$ cat config.mk
export PLATFORM = sky130hd
export DESIGN_NAME = trace_enable_ctrl
export DESIGN_NICKNAME = d
export VERILOG_FILES = /design/src/rtl/tpe_pkg.sv /design/src/rtl/tpe_rst_sync.sv /design/src/rtl/tpe_sel_track.sv /design/src/rtl/tpe_enable_fsm.sv /design/src/rtl/tpe_out_gate.sv /design/src/rtl/trace_enable_ctrl.sv
export SDC_FILE = /design/constraint.sdc
export NUM_CORES = 1
export LEC_CHECK = 0
export BUFFER_PORTS_ARGS = -buffer_cell sky130_fd_sc_hd__buf_4
export CORE_AREA = 2 2 39 41
export CTS_CLUSTER_SIZE = 30
export DETAILED_ROUTE_END_ITERATION = 6
export DIE_AREA = 0 0 41 43
export MAX_ROUTING_LAYER = met4
export PLACE_DENSITY = 0.83
export SLEW_MARGIN = 20
export SYNTH_ARGS = -nofsm -noshare
export SYNTH_HDL_FRONTEND = slang
export SYNTH_SLANG_ARGS = --single-unit
$ cat constraint.sdc
create_clock -name clk -period 1 [get_ports clk]
set_input_delay 0.1 -clock clk [delete_from_list [all_inputs] [get_ports clk]]
set_output_delay 0.1 -clock clk [all_outputs]
set_load 0.01 [all_outputs]
$ cat src/rtl/tpe_pkg.sv
package tpe_pkg;

  typedef enum logic {
    TPE_OFF = 1'b0,
    TPE_ON  = 1'b1
  } tpe_state_e;

  localparam int unsigned TPE_RST_STAGES = 2;

endpackage

$ cat src/rtl/tpe_rst_sync.sv
module tpe_rst_sync #(
  parameter int unsigned STAGES = 2
) (
  input  logic clk,
  input  logic rst_n,
  output logic rst_n_sync
);

  logic [STAGES-1:0] sync_q;
  logic [STAGES-1:0] sync_d;

  always_comb begin
    sync_d = {sync_q[STAGES-2:0], 1'b1};
  end

  always_ff @(posedge clk or negedge rst_n) begin
    if (!rst_n) sync_q <= '0;
    else        sync_q <= sync_d;
  end

  assign rst_n_sync = sync_q[STAGES-1];

endmodule

$ cat src/rtl/tpe_sel_track.sv
module tpe_sel_track #(
  parameter int unsigned    IR_W   = 4,
  parameter logic [IR_W-1:0] AUX_IR = 4'hA
) (
  input  logic            clk,
  input  logic            rst_n,
  input  logic            clear,
  input  logic            ir_update,
  input  logic [IR_W-1:0] ir_value,
  output logic            aux_sel
);

  logic sel_q;
  logic sel_d;
  logic sel_ld;

  always_comb begin
    sel_ld = clear | ir_update;
    sel_d  = sel_q;
    if (clear)          sel_d = 1'b0;
    else if (ir_update) sel_d = (ir_value == AUX_IR);
  end

  always_ff @(posedge clk or negedge rst_n) begin
    if (!rst_n)      sel_q <= 1'b0;
    else if (sel_ld) sel_q <= sel_d;
  end

  assign aux_sel = sel_q;

endmodule

$ cat src/rtl/tpe_enable_fsm.sv
module tpe_enable_fsm
  import tpe_pkg::*;
#(
  parameter int unsigned      CMD_W      = 10,
  parameter logic [CMD_W-1:0] ACCESS_CMD = 10'h07C
) (
  input  logic             clk,
  input  logic             rst_n,
  input  logic             clear,
  input  logic             aux_sel,
  input  logic             cmd_update,
  input  logic [CMD_W-1:0] cmd_value,
  output logic             enabled
);

  tpe_state_e state_q;
  tpe_state_e state_d;
  logic       state_ld;
  logic       hit;

  always_comb begin
    hit     = cmd_update & aux_sel & (cmd_value == ACCESS_CMD);
    state_d = state_q;
    unique case (state_q)
      TPE_OFF: if (!clear && hit) state_d = TPE_ON;
      TPE_ON:  if (clear)         state_d = TPE_OFF;
      default:                    state_d = TPE_OFF;
    endcase
    state_ld = (state_d != state_q);
  end

  always_ff @(posedge clk or negedge rst_n) begin
    if (!rst_n)        state_q <= TPE_OFF;
    else if (state_ld) state_q <= state_d;
  end

  assign enabled = (state_q == TPE_ON);

endmodule

$ cat src/rtl/tpe_out_gate.sv
module tpe_out_gate #(
  parameter int unsigned MDO_W  = 12,
  parameter int unsigned MSEO_W = 2
) (
  input  logic              enabled,
  input  logic              reg_rd_req,
  input  logic              reg_wr_req,
  input  logic [MDO_W-1:0]  msg_data_in,
  input  logic [MSEO_W-1:0] msg_se_in,
  input  logic              msg_clk_in,
  output logic              reg_rd_gnt,
  output logic              reg_wr_gnt,
  output logic [MDO_W-1:0]  msg_data_o,
  output logic [MSEO_W-1:0] msg_se_o,
  output logic              msg_clk_o
);

  // data lanes idle at 0
  for (genvar i = 0; i < MDO_W; i++) begin : g_data
    assign msg_data_o[i] = enabled & msg_data_in[i];
  end

  // start/end lanes idle at 1
  for (genvar j = 0; j < MSEO_W; j++) begin : g_se
    assign msg_se_o[j] = ~enabled | msg_se_in[j];
  end

  assign msg_clk_o  = enabled & msg_clk_in;
  assign reg_rd_gnt = enabled & reg_rd_req;
  assign reg_wr_gnt = enabled & reg_wr_req;

endmodule

$ cat src/rtl/trace_enable_ctrl.sv
module trace_enable_ctrl
  import tpe_pkg::*;
#(
  parameter int unsigned      IR_W       = 4,
  parameter logic [IR_W-1:0]  AUX_IR     = 4'hA,
  parameter int unsigned      CMD_W      = 10,
  parameter logic [CMD_W-1:0] ACCESS_CMD = 10'h07C,
  parameter int unsigned      MDO_W      = 12,
  parameter int unsigned      MSEO_W     = 2
) (
  input  logic              clk,
  input  logic              rst_n,
  input  logic              tap_tlr,
  input  logic              tap_comply,
  input  logic              ir_update,
  input  logic [IR_W-1:0]   ir_value,
  input  logic              cmd_update,
  input  logic [CMD_W-1:0]  cmd_value,
  input  logic              reg_rd_req,
  input  logic              reg_wr_req,
  input  logic [MDO_W-1:0]  msg_data_in,
  input  logic [MSEO_W-1:0] msg_se_in,
  input  logic              msg_clk_in,
  output logic              trace_en,
  output logic              status_msg_en,
  output logic              reg_rd_gnt,
  output logic              reg_wr_gnt,
  output logic [MDO_W-1:0]  msg_data_o,
  output logic [MSEO_W-1:0] msg_se_o,
  output logic              msg_clk_o
);

  logic rst_n_sync;
  logic clear;
  logic aux_sel;
  logic enabled;

  assign clear = tap_tlr | ~tap_comply;

  tpe_rst_sync #(.STAGES(TPE_RST_STAGES)) u_rst (
    .clk        (clk),
    .rst_n      (rst_n),
    .rst_n_sync (rst_n_sync)
  );

  tpe_sel_track #(.IR_W(IR_W), .AUX_IR(AUX_IR)) u_sel (
    .clk       (clk),
    .rst_n     (rst_n_sync),
    .clear     (clear),
    .ir_update (ir_update),
    .ir_value  (ir_value),
    .aux_sel   (aux_sel)
  );

  tpe_enable_fsm #(.CMD_W(CMD_W), .ACCESS_CMD(ACCESS_CMD)) u_fsm (
    .clk        (clk),
    .rst_n      (rst_n_sync),
    .clear      (clear),
    .aux_sel    (aux_sel),
    .cmd_update (cmd_update),
    .cmd_value  (cmd_value),
    .enabled    (enabled)
  );

  tpe_out_gate #(.MDO_W(MDO_W), .MSEO_W(MSEO_W)) u_gate (
    .enabled     (enabled),
    .reg_rd_req  (reg_rd_req),
    .reg_wr_req  (reg_wr_req),
    .msg_data_in (msg_data_in),
    .msg_se_in   (msg_se_in),
    .msg_clk_in  (msg_clk_in),
    .reg_rd_gnt  (reg_rd_gnt),
    .reg_wr_gnt  (reg_wr_gnt),
    .msg_data_o  (msg_data_o),
    .msg_se_o    (msg_se_o),
    .msg_clk_o   (msg_clk_o)
  );

  assign trace_en      = enabled;
  assign status_msg_en = enabled;

endmodule

==> results.tsv <==
metric	value	unit
Worst setup EP type	output port	
I/O pin count	56	
Leak	0.000478	uW
CTS tree	built	
multiplexer share of the synthesized area	3.21	%
Routed Antenna Nets	0	
crit share post-route	113	%
die width	41	um
CP Class	flop to output port	
post-synthesis cell count	35	
Setup Viol. Count Final	19	
Sink Count	4	
status	finished with violations	
CP top delay family	flip-flops	
residual DRC count	0	
Root Driver	clkbuf_4	
Synth area leader	dfrtp_1	
pwr/cell area	542	mW/mm2
Tot Pwr	492	uW
total CTS buffers	3	
Initial Util	22.5	%
Placed Area	741	um2
xor/xnor cell area share of the yosys netlist	0	%
CP required	0.90	ns
Layout area overhead	191	%
row count	14	
fin crit period	1.13	ns
Avg Cell Area, Syn	8.90	um2
Hold Path Class	flop to async pin	
leading cell types in the layout, fill and taps excluded	buf_4, buf_6, and2_4	
Placed Cells incl. Taps	105	
crit-path cells	buf_6 > and2_4 > buf_6	
Startpoint Class	flop	
Post-Synth Adder-Cell Area	0	%
final cell count without fillers	113	
ANT cells	0	
TNS Setup	-2.18	ns
Synth cell types	16	
routability cong.	0.627	
Max Clock Skew	0.000673	ns
CP most frequent cell	buf_6	
final hold violations	0	
initial antenna violation count	0	
Synthesis Warnings	0	
Vias/cell	4.22	
largest net degree at the start of global routing	21	
Mapped Nets	72	
# fillers	108	
register area share after synthesis	32.1	%
routed length per instance	10.0	um
Synth area leaders	dfrtp_1, and2_1, o32ai_2	
synthesized cell area	312	um2
number of synthesized register bits	4	
Longest Clk Path Bufs	2	
CP max stage cell	dfrtp_2	
commonest non-fill, non-tap cell in the layout	buf_4	
CP max stage delay	0.43	ns
Yosys top cell area share	32.1	%
post-synthesis simple-gate area fraction	53.4	%
Die ar.	0.00176	mm2
# H-tree levels	1	
worst vdd ir	0.000547	V
Die Ht	43	um
failing checks	setup timing	
RSZ-0062 raised after global routing	yes	
Synth Area in Compound Gates	5.22	%
first-pass GRT wire length	1530	um
Worst-Skew Late Latency	0.23	ns
final setup margin	-0.129	ns
total track usage	13.1	%
core area	0.00138	mm2
TritonRoute pass-1 iters	1	
via count	477	
multi-input logic area	234	um2
Max Clk Rate	886	MHz
nets	136	
vias in the first global route	463	
FF+latch area	101	um2
main combinational cell family by area after synthesis	simple AND/OR/NAND/NOR gates	
Design Area, Final	907	um2
final wirelength	1130	um
clock-pin slew on the worst setup and hold paths	0.04	ns
Worst Path Arrival	1.03	ns
maxcap violations	0	
layout cells sized above 1	84.5	%
number of DRC markers in iteration 0	0	
final slew viol count	0	
Buffers on Ports	55	
Hold Slack	0.0195	ns
crit-path max FO	5	
crit path buf inv count	2	
total congestion overflow	0	
cell usage after synthesis (all sizes together):
| library cell | number |
|---|---|
| and2 | 15 |
| dfrtp | 4 |
| nand2b | 3 |
| nor2 | 2 |
| buf | 1 |
| clkbuf | 1 |
| conb | 1 |
| inv | 1 |
| mux2i | 1 |
| nand2 | 1 |
| nand3 | 1 |
| nand4b | 1 |
| nor4bb | 1 |
| o32ai | 1 |
| or4 | 1 |
sequential cells by signal, indices dropped and copies added (netlist names):
name           count
u_rst.sync_q       2
u_sel.aux_sel      1
u_fsm.enabled      1
layer usage:
| metal | track usage (%) | share of wire, % | up-vias |
|---|---|---|---|
| met4 | 8.00 | 0 | 0 |
| met1 | 8.17 | 28 | 208 |
| li1 | - | - | 237 |
| met5 | - | 0 | - |
| met3 | 3.14 | 12 | 0 |
| met2 | 26.3 | 61 | 32 |
cell families after synthesis:
group / after synthesis
AO/OA/AOI/OAI: 1
AND/OR/NAND/NOR: 25
flip-flops: 4
multiplexers: 1
other: 1
buffers and inverters: 3
area by class of cell:
| type | count | area share [%] |
|---|---|---|
| Clock buffer | 3 | 2.48 |
| Timing Repair Buffer | 61 | 57.9 |
| Inverter | 1 | 0.414 |
| Tap cell | 16 | 2.21 |
| Sequential cell | 4 | 11.2 |
| Multi-Input combinational cell | 28 | 25.8 |
per-stage QoR:
step	util, %	setup WS [ns]
3_5_place_dp	53.5	-0.105
2_1_floorplan	-	0.0128
4_1_cts	58.4	-0.153
5_1_grt	65.6	-0.167
3_3_place_gp	53.5	-0.0890
6_report	65.6	-0.129
timing repair:
item / 4_1_cts / 5_1_grt
buffers inserted: 0 / 2
endpoints found under the setup margin: 19 / 19
hold buffers: 1 / 0
hold endpoints to repair: 2 / 0
cloned: 0 / 2
resized for setup: 10 / 25
where the power goes:
group | internal [uW] | switching, uW | total (uW)
logic | 102 | 27.6 | 130
clock network | 134 | 59.0 | 193
registers | 167 | 1.93 | 169
final timing paths:
kind	startpoint	end	slack, ns	depth (start not counted)
worst min register to register	u_rst.sync_q[1]	u_sel.aux_sel	0.02	0
worst max register to register	u_fsm.enabled	u_fsm.enabled	0.17	3
min in group clk	ir_update	u_sel.aux_sel	0.15	3
max in group asynchronous	rst_n	u_rst.sync_q[1]	0.71	2
worst min-delay path	u_rst.sync_q[1]	u_sel.aux_sel	0.02	0
worst max-delay path	u_fsm.enabled	msg_data_o[1]	-0.13	3
No activity file was read; power rests on OpenSTA's default activity.
